### config.mk
export PLATFORM = sky130hd
export DESIGN_NAME = elem_loop_seq
export DESIGN_NICKNAME = d
export VERILOG_FILES = /design/src/rtl/elem_loop_pkg.sv /design/src/rtl/elem_pred_gate.sv /design/src/rtl/elem_reg_offset.sv /design/src/rtl/elem_loop_seq.sv
export SDC_FILE = /design/constraint.sdc
export NUM_CORES = 1
export LEC_CHECK = 0
export ABC_AREA = 1
export CAP_MARGIN = 20
export CORE_MARGIN = 1
export CORE_UTILIZATION = 55
export CTS_BUF_LIST = sky130_fd_sc_hd__clkbuf_8
export DETAILED_ROUTE_END_ITERATION = 16
export DONT_BUFFER_PORTS = 1
export PLACE_DENSITY = 0.77
export REMOVE_ABC_BUFFERS = 1
export SLEW_MARGIN = 25
export SYNTH_ARGS = -nofsm -noshare
export SYNTH_HDL_FRONTEND = slang
export SYNTH_SLANG_ARGS = --single-unit
### constraint.sdc
create_clock -name clk -period 3.82 [get_ports clk]
set_clock_uncertainty 0.15 [all_clocks]
set_input_delay 0.382 -clock clk [delete_from_list [all_inputs] [get_ports clk]]
set_output_delay 0.382 -clock clk [all_outputs]
set_load 0.1 [all_outputs]
### src/rtl/elem_loop_pkg.sv
package elem_loop_pkg;
    localparam int DEF_MAX_VL   = 64;
    localparam int DEF_REG_BITS = 7;

    typedef enum logic [1:0] {
        ACT_IDLE,
        ACT_FINISH,
        ACT_SKIP,
        ACT_ISSUE
    } step_act_e;
endpackage

### src/rtl/elem_pred_gate.sv
module elem_pred_gate #(
    parameter int MAX_VL = 64,
    parameter int SW     = 7
) (
    input  logic              pred_en,
    input  logic [MAX_VL-1:0] mask,
    input  logic [SW-1:0]     step,
    output logic              enabled
);
    localparam int IW = (MAX_VL > 1) ? $clog2(MAX_VL) : 1;

    logic [IW-1:0] idx;
    assign idx     = step[IW-1:0];
    assign enabled = !pred_en || mask[idx];
endmodule

### src/rtl/elem_reg_offset.sv
module elem_reg_offset #(
    parameter int RB = 7,
    parameter int SW = 7
) (
    input  logic [RB-1:0] base,
    input  logic [SW-1:0] step,
    output logic [RB-1:0] reg_num
);
    assign reg_num = base + RB'(step);
endmodule

### src/rtl/elem_loop_seq.sv
module elem_loop_seq
    import elem_loop_pkg::*;
#(
    parameter int MAX_VL   = DEF_MAX_VL,
    parameter int REG_BITS = DEF_REG_BITS
) (
    input  logic                clk,
    input  logic                rst_n,
    input  logic                start_i,
    input  logic [REG_BITS-1:0] src_base_i,
    input  logic [REG_BITS-1:0] dst_base_i,
    input  logic                src_pred_en_i,
    input  logic [MAX_VL-1:0]   src_mask_i,
    input  logic                dst_pred_en_i,
    input  logic [MAX_VL-1:0]   dst_mask_i,
    input  logic                ffirst_en_i,
    input  logic                ffirst_incl_i,
    input  logic                test_fail_i,
    input  logic                restore_i,
    input  logic [$clog2(MAX_VL+1)-1:0] restore_vl_i,
    input  logic [$clog2(MAX_VL+1)-1:0] restore_src_step_i,
    input  logic [$clog2(MAX_VL+1)-1:0] restore_dst_step_i,
    output logic                pc_hold_o,
    output logic                issue_o,
    output logic                wr_en_o,
    output logic [REG_BITS-1:0] src_reg_o,
    output logic [REG_BITS-1:0] dst_reg_o,
    output logic                done_o,
    output logic [$clog2(MAX_VL+1)-1:0] vl_o,
    output logic [$clog2(MAX_VL+1)-1:0] src_step_o,
    output logic [$clog2(MAX_VL+1)-1:0] dst_step_o
);
    localparam int SW = $clog2(MAX_VL + 1);
    localparam logic [SW-1:0] VL_CAP = SW'(MAX_VL);

    typedef struct packed {
        logic                busy;
        logic [SW-1:0]       vl;
        logic [SW-1:0]       sstep;
        logic [SW-1:0]       dstep;
        logic [REG_BITS-1:0] sbase;
        logic [REG_BITS-1:0] dbase;
        logic                spred;
        logic                dpred;
        logic                ffirst;
        logic                fincl;
        logic [MAX_VL-1:0]   smask;
        logic [MAX_VL-1:0]   dmask;
    } loop_st_t;

    loop_st_t  st_q, st_d;
    step_act_e act_d;
    logic      src_ok, dst_ok, fail_hit, wr_d;

    // Per-side predicate gating: source side and destination side.
    elem_pred_gate #(.MAX_VL(MAX_VL), .SW(SW)) u_src_gate (
        .pred_en(st_q.spred), .mask(st_q.smask), .step(st_q.sstep), .enabled(src_ok)
    );
    elem_pred_gate #(.MAX_VL(MAX_VL), .SW(SW)) u_dst_gate (
        .pred_en(st_q.dpred), .mask(st_q.dmask), .step(st_q.dstep), .enabled(dst_ok)
    );

    elem_reg_offset #(.RB(REG_BITS), .SW(SW)) u_src_off (
        .base(st_q.sbase), .step(st_q.sstep), .reg_num(src_reg_o)
    );
    elem_reg_offset #(.RB(REG_BITS), .SW(SW)) u_dst_off (
        .base(st_q.dbase), .step(st_q.dstep), .reg_num(dst_reg_o)
    );

    always_comb begin
        st_d     = st_q;
        act_d    = ACT_IDLE;
        fail_hit = 1'b0;
        wr_d     = 1'b0;
        if (st_q.busy) begin
            if (st_q.sstep >= st_q.vl || st_q.dstep >= st_q.vl) begin
                act_d       = ACT_FINISH;
                st_d.busy   = 1'b0;
                st_d.sstep  = '0;
                st_d.dstep  = '0;
            end else if (!src_ok) begin
                act_d      = ACT_SKIP;
                st_d.sstep = st_q.sstep + 1'b1;
                if (!dst_ok) st_d.dstep = st_q.dstep + 1'b1;
            end else if (!dst_ok) begin
                act_d      = ACT_SKIP;
                st_d.dstep = st_q.dstep + 1'b1;
            end else begin
                act_d      = ACT_ISSUE;
                fail_hit   = st_q.ffirst && test_fail_i;
                wr_d       = !(fail_hit && !st_q.fincl);
                st_d.sstep = st_q.sstep + 1'b1;
                st_d.dstep = st_q.dstep + 1'b1;
                if (fail_hit)
                    st_d.vl = st_q.fincl ? st_q.dstep + 1'b1 : st_q.dstep;
            end
        end
        if (restore_i) begin
            st_d.busy  = 1'b0;
            st_d.vl    = (restore_vl_i > VL_CAP) ? VL_CAP : restore_vl_i;
            st_d.sstep = restore_src_step_i;
            st_d.dstep = restore_dst_step_i;
        end else if (start_i && !st_q.busy) begin
            st_d.busy   = 1'b1;
            st_d.sbase  = src_base_i;
            st_d.dbase  = dst_base_i;
            st_d.spred  = src_pred_en_i;
            st_d.dpred  = dst_pred_en_i;
            st_d.smask  = src_mask_i;
            st_d.dmask  = dst_mask_i;
            st_d.ffirst = ffirst_en_i;
            st_d.fincl  = ffirst_incl_i;
        end
    end

    always_ff @(posedge clk) begin
        if (!rst_n) begin
            st_q    <= '0;
            st_q.vl <= SW'(1);
        end else begin
            st_q <= st_d;
        end
    end

    assign pc_hold_o  = st_q.busy;
    assign issue_o    = (act_d == ACT_ISSUE);
    assign done_o     = (act_d == ACT_FINISH);
    assign wr_en_o    = wr_d;
    assign vl_o       = st_q.vl;
    assign src_step_o = st_q.sstep;
    assign dst_step_o = st_q.dstep;

    a_r2_issue_holds_pc: assert property (@(posedge clk) disable iff (!rst_n)
        issue_o |-> pc_hold_o);
    a_r3_done_single: assert property (@(posedge clk) disable iff (!rst_n)
        done_o |=> !done_o);
    a_r3_done_clears: assert property (@(posedge clk) disable iff (!rst_n)
        (done_o && !restore_i) |=> (!pc_hold_o && src_step_o == '0 && dst_step_o == '0));
    a_r8_restore_loads: assert property (@(posedge clk) disable iff (!rst_n)
        restore_i |=> (!pc_hold_o && src_step_o == $past(restore_src_step_i)
                       && dst_step_o == $past(restore_dst_step_i)));
    a_r9_include_len: assert property (@(posedge clk) disable iff (!rst_n)
        (issue_o && st_q.ffirst && st_q.fincl && test_fail_i && !restore_i)
        |=> (vl_o == $past(dst_step_o) + 1'b1));
    a_r9_write_needs_issue: assert property (@(posedge clk) disable iff (!rst_n)
        wr_en_o |-> issue_o);
    a_r11_no_restart: assert property (@(posedge clk) disable iff (!rst_n)
        (pc_hold_o && !done_o && !restore_i) |=> pc_hold_o);
endmodule

==> metrics.txt <==
# TYPE chip_impl_metric gauge
chip_impl_info{name="outcome",value="finished clean"} 1
chip_impl_metric{name="timing_max_transition_violations_final",unit=""} 0
chip_impl_metric{name="share_of_synthesized_area_occupied_by_flip_flops_and_latches",unit="%"} 38.11
chip_impl_metric{name="final_core_utilization",unit="%"} 69.37
chip_impl_metric{name="slew-limit-headroom",unit="%"} 41.20
chip_impl_metric{name="total_leakage_power",unit="nW"} 4.539
chip_impl_metric{name="grt_pass1_vias",unit=""} 8198
chip_impl_metric{name="antenna_violating_nets_left",unit=""} 0
chip_impl_metric{name="finalWirelength",unit="mm"} 25.75
chip_impl_metric{name="vias",unit=""} 8922
chip_impl_metric{name="overflow",unit=""} 0
chip_impl_metric{name="placeableCoreArea",unit="um2"} 15430
chip_impl_metric{name="antenna_found_initial",unit=""} 2
chip_impl_metric{name="syn-cell-area",unit="um2"} 8825
chip_impl_metric{name="count_of_placed_standard_cells_including_taps",unit=""} 1462
chip_impl_info{name="worst-setup-path-type",value="register to output pin"} 1
chip_impl_metric{name="setup-violations-final",unit=""} 0
chip_impl_info{name="min-delay-path-class",value="input port to register"} 1
chip_impl_metric{name="number_of_nets_in_the_finished_design",unit=""} 1612
chip_impl_info{name="post-synth-top-area-cell",value="dfxtp_1"} 1
chip_impl_metric{name="powerDensity",unit="nW/um2"} 419.8
chip_impl_metric{name="cpPeakStageDelay",unit="ns"} 0.57
chip_impl_metric{name="worst_ep_arrival_time",unit="ns"} 2.89
chip_impl_info{name="critical_path.cell_chain",value="inv_4 > fa_1 > o21ai_0 > nand2_1 > a21oi_1 > nor2_1 > xor2_2 > buf_4"} 1
chip_impl_metric{name="timing.critical_path.fanout_max",unit=""} 18
chip_impl_metric{name="grt_start_max_net_pins",unit=""} 169
chip_impl_info{name="hold_path_startpoint",value="dst_mask_i[29]"} 1
chip_impl_metric{name="clock_path_buffers",unit=""} 2
chip_impl_metric{name="placement_rows",unit=""} 45
chip_impl_metric{name="post_drt_wl_per_cell",unit="um"} 15.74
chip_impl_metric{name="place.detailed.hpwl",unit="mm"} 14.89
chip_impl_metric{name="timing_hold_violations_final",unit=""} 0
chip_impl_metric{name="post_layout_power",unit="mW"} 4.492
chip_impl_metric{name="die_w",unit="um"} 128.7
chip_impl_metric{name="met3WireLength",unit="mm"} 2.087
chip_impl_metric{name="postCtsSetupBuffers",unit=""} 0
chip_impl_metric{name="yosys_register_bits",unit=""} 168
chip_impl_info{name="critPathSlowestCell",value="dfxtp_2"} 1
chip_impl_info{name="startpoint_type_of_the_worst_setup_path",value="register"} 1
chip_impl_info{name="ctsRootBufferMaster",value="clkbuf_8"} 1
chip_impl_metric{name="cts-buffers-inserted",unit=""} 17
chip_impl_info{name="layout.cells.most_common_list",value="nor2_1, nand2_1, o21ai_0"} 1
chip_impl_info{name="worst_setup_path_end_kind",value="output pin"} 1
chip_impl_metric{name="yosys.area.top_type_share",unit="%"} 38.11
chip_impl_metric{name="clkSlewWorstSetupHoldPaths",unit="ns"} 0.09
chip_impl_metric{name="setup-tns-final",unit="ns"} 0
chip_impl_metric{name="final.min_clock_period",unit="ns"} 3.419
chip_impl_metric{name="detail_route.wirelength.met1",unit="mm"} 10.16
chip_impl_metric{name="top_level_ports",unit=""} 211
chip_impl_metric{name="met2_length",unit="mm"} 12.74
chip_impl_metric{name="post_synthesis_to_final_layout_area_growth",unit="%"} 21.27
chip_impl_info{name="cts_tree",value="built"} 1
chip_impl_info{name="reg2reg_from",value="vl_o[6]"} 1
chip_impl_metric{name="die_area",unit="um2"} 16560
chip_impl_metric{name="io_buffers",unit=""} 0
chip_impl_metric{name="min_delay_path_depth",unit=""} 2
chip_impl_metric{name="crit_required",unit="ns"} 3.29
chip_impl_metric{name="initial_drt_pass_iterations",unit=""} 5
chip_impl_metric{name="grtUsageTotal",unit="%"} 31.19
chip_impl_metric{name="fillerInstances",unit=""} 1265
chip_impl_metric{name="timing.reg2reg.worst_path_depth",unit=""} 16
chip_impl_metric{name="globalplace.congestion",unit=""} 0.9089
chip_impl_metric{name="cell_count_after_synthesis",unit=""} 1316
chip_impl_metric{name="ir_drop",unit="V"} 0.0002643
chip_impl_metric{name="layout_worst_path_cycle_share",unit="%"} 89.51
chip_impl_metric{name="htree_levels",unit=""} 4
chip_impl_metric{name="height_of_the_die",unit="um"} 128.7
chip_impl_metric{name="initialDrtViolationCount",unit=""} 582
chip_impl_metric{name="avgSynthCellArea",unit="um2"} 6.706
chip_impl_metric{name="clkSinkCount",unit=""} 168
chip_impl_metric{name="achievable-frequency",unit="MHz"} 292.5
chip_impl_metric{name="count_of_unique_library_cells_instantiated_by_yosys",unit=""} 32
chip_impl_metric{name="final_instance_count_without_filler_cells",unit=""} 1636
chip_impl_metric{name="cap_violations",unit=""} 0
chip_impl_info{name="grt_setup_unrepaired",value="no"} 1
chip_impl_info{name="top_cells_by_area_synth",value="dfxtp_1, nor2_1, nand2_1"} 1
chip_impl_metric{name="layout-drive-gt1-share",unit="%"} 7.590
chip_impl_info{name="most_common_cell_after_layout_fill_and_taps_aside",value="nor2_1"} 1
chip_impl_metric{name="grt_pass1_wl",unit="mm"} 40.29
chip_impl_metric{name="synthesis.yosys.warnings",unit=""} 0
chip_impl_metric{name="initial_core_util",unit="%"} 57.20
chip_impl_metric{name="route.detailed.vias_per_inst",unit=""} 5.454
chip_impl_metric{name="clock_insertion_delay_worst_skew",unit="ns"} 0.47
chip_impl_metric{name="drcViolationCount",unit=""} 0
chip_impl_info{name="worstSetupStartpoint",value="dst_step_o[1]"} 1
chip_impl_info{name="highest-signal-layer",value="met4"} 1
chip_impl_metric{name="worst_pin_slew",unit="ns"} 0.8836
==> state kept, by name, indices dropped and copies added (netlist names) <==
| register | flops |
|---|---|
| dst_step_o | 7 |
| pc_hold_o | 1 |
| src_step_o | 7 |
| st_q | 146 |
| vl_o | 7 |
==> layout make-up <==
| type | instances | area, um2 | area share [%] |
|---|---|---|---|
| Tap cell | 211 | 264.0 | 2.467 |
| Timing Repair Buffer | 179 | 1724 | 16.11 |
| Clock inverter | 15 | 153.9 | 1.438 |
| Sequential cell | 168 | 3373 | 31.52 |
| Multi-Input combinational cell | 985 | 4713 | 44.04 |
| Inverter | 59 | 234.0 | 2.186 |
| Clock buffer | 17 | 234.0 | 2.186 |
| Antenna cell | 2 | 5.005 | 0.04677 |
==> critical path: cells and delay by family (launching register included) <==
family | cells | cell delay (ns)
flops | 1 | 0.57
fa+ha+maj | 1 | 0.52
xor+xnor | 1 | 0.11
buf+inv | 2 | 0.50
compound gates | 2 | 0.54
simple gates | 2 | 0.17
==> final timing paths <==
path | endpoint | slack (ns)
hold / removal | st_q[29] | 0.01
hold reg to reg | st_q[11] | 0.34
setup reg to reg | vl_o[0] | 0.62
setup / recovery | dst_reg_o[6] | 0.40
==> routing by layer <==
layer / global-route usage [%] / vias to the layer above
li1: - / 4407
met1: 35.01 / 4052
met2: 55.23 / 395
met3: 8.108 / 68
met4: 14.46 / 0
met5: 0 / -
==> synth_stat cells, drive strengths merged <==
cell type / instances
o211ai: 1
xor2: 15
nand3: 133
nand3b: 3
a211oi: 2
ha: 28
dfxtp: 168
a22oi: 1
nand2: 245
nor2: 338
a32oi: 2
nor4: 1
o21ai: 167
nor3: 3
a31oi: 1
a21oi: 29
fa: 2
buf: 57
o21a: 2
clkbuf: 47
clkinv: 1
nand4: 5
xnor2: 7
inv: 58
==> what timing repair did <==
item                                    4_1_cts  5_1_grt
endpoints found under the setup margin        0        1
resized for setup                             0        1
hold endpoints to repair                    168        1
hold buffers                                139        1
==> kinds of logic after synthesis <==
kind of cell               Yosys count  synth area share (%)
buffers and inverters              163                 9.514
AOI/OAI and AO/OA                  205                 11.90
and+or+nand+nor                    728                 33.87
xor gates and xnor gates            22                 2.184
DFF                                168                 38.11
adders and majority gates           30                 4.424
==> power breakdown <==
part | switching, mW | internal [mW] | leakage, nW | total [mW]
Sequential | 0.0987 | 1.88 | 1.39 | 1.98
Combinational | 0.851 | 0.394 | 2.95 | 1.25
Clock | 0.688 | 0.583 | 0.199 | 1.27
==> through the flow <==
stage                     setup WS (ns)  hold slack, ns  cell area, um2
after global placement           0.8288          0.3132            8887
final                            0.4006         0.01079           10700
after floorplan                  -1.084          0.3049            8217
after CTS                        0.2375       0.0004283           10680
after global routing             0.1798        0.005953           10700
after detailed placement         0.7635          0.3206            8887
Power figures use the tool's default switching activity.
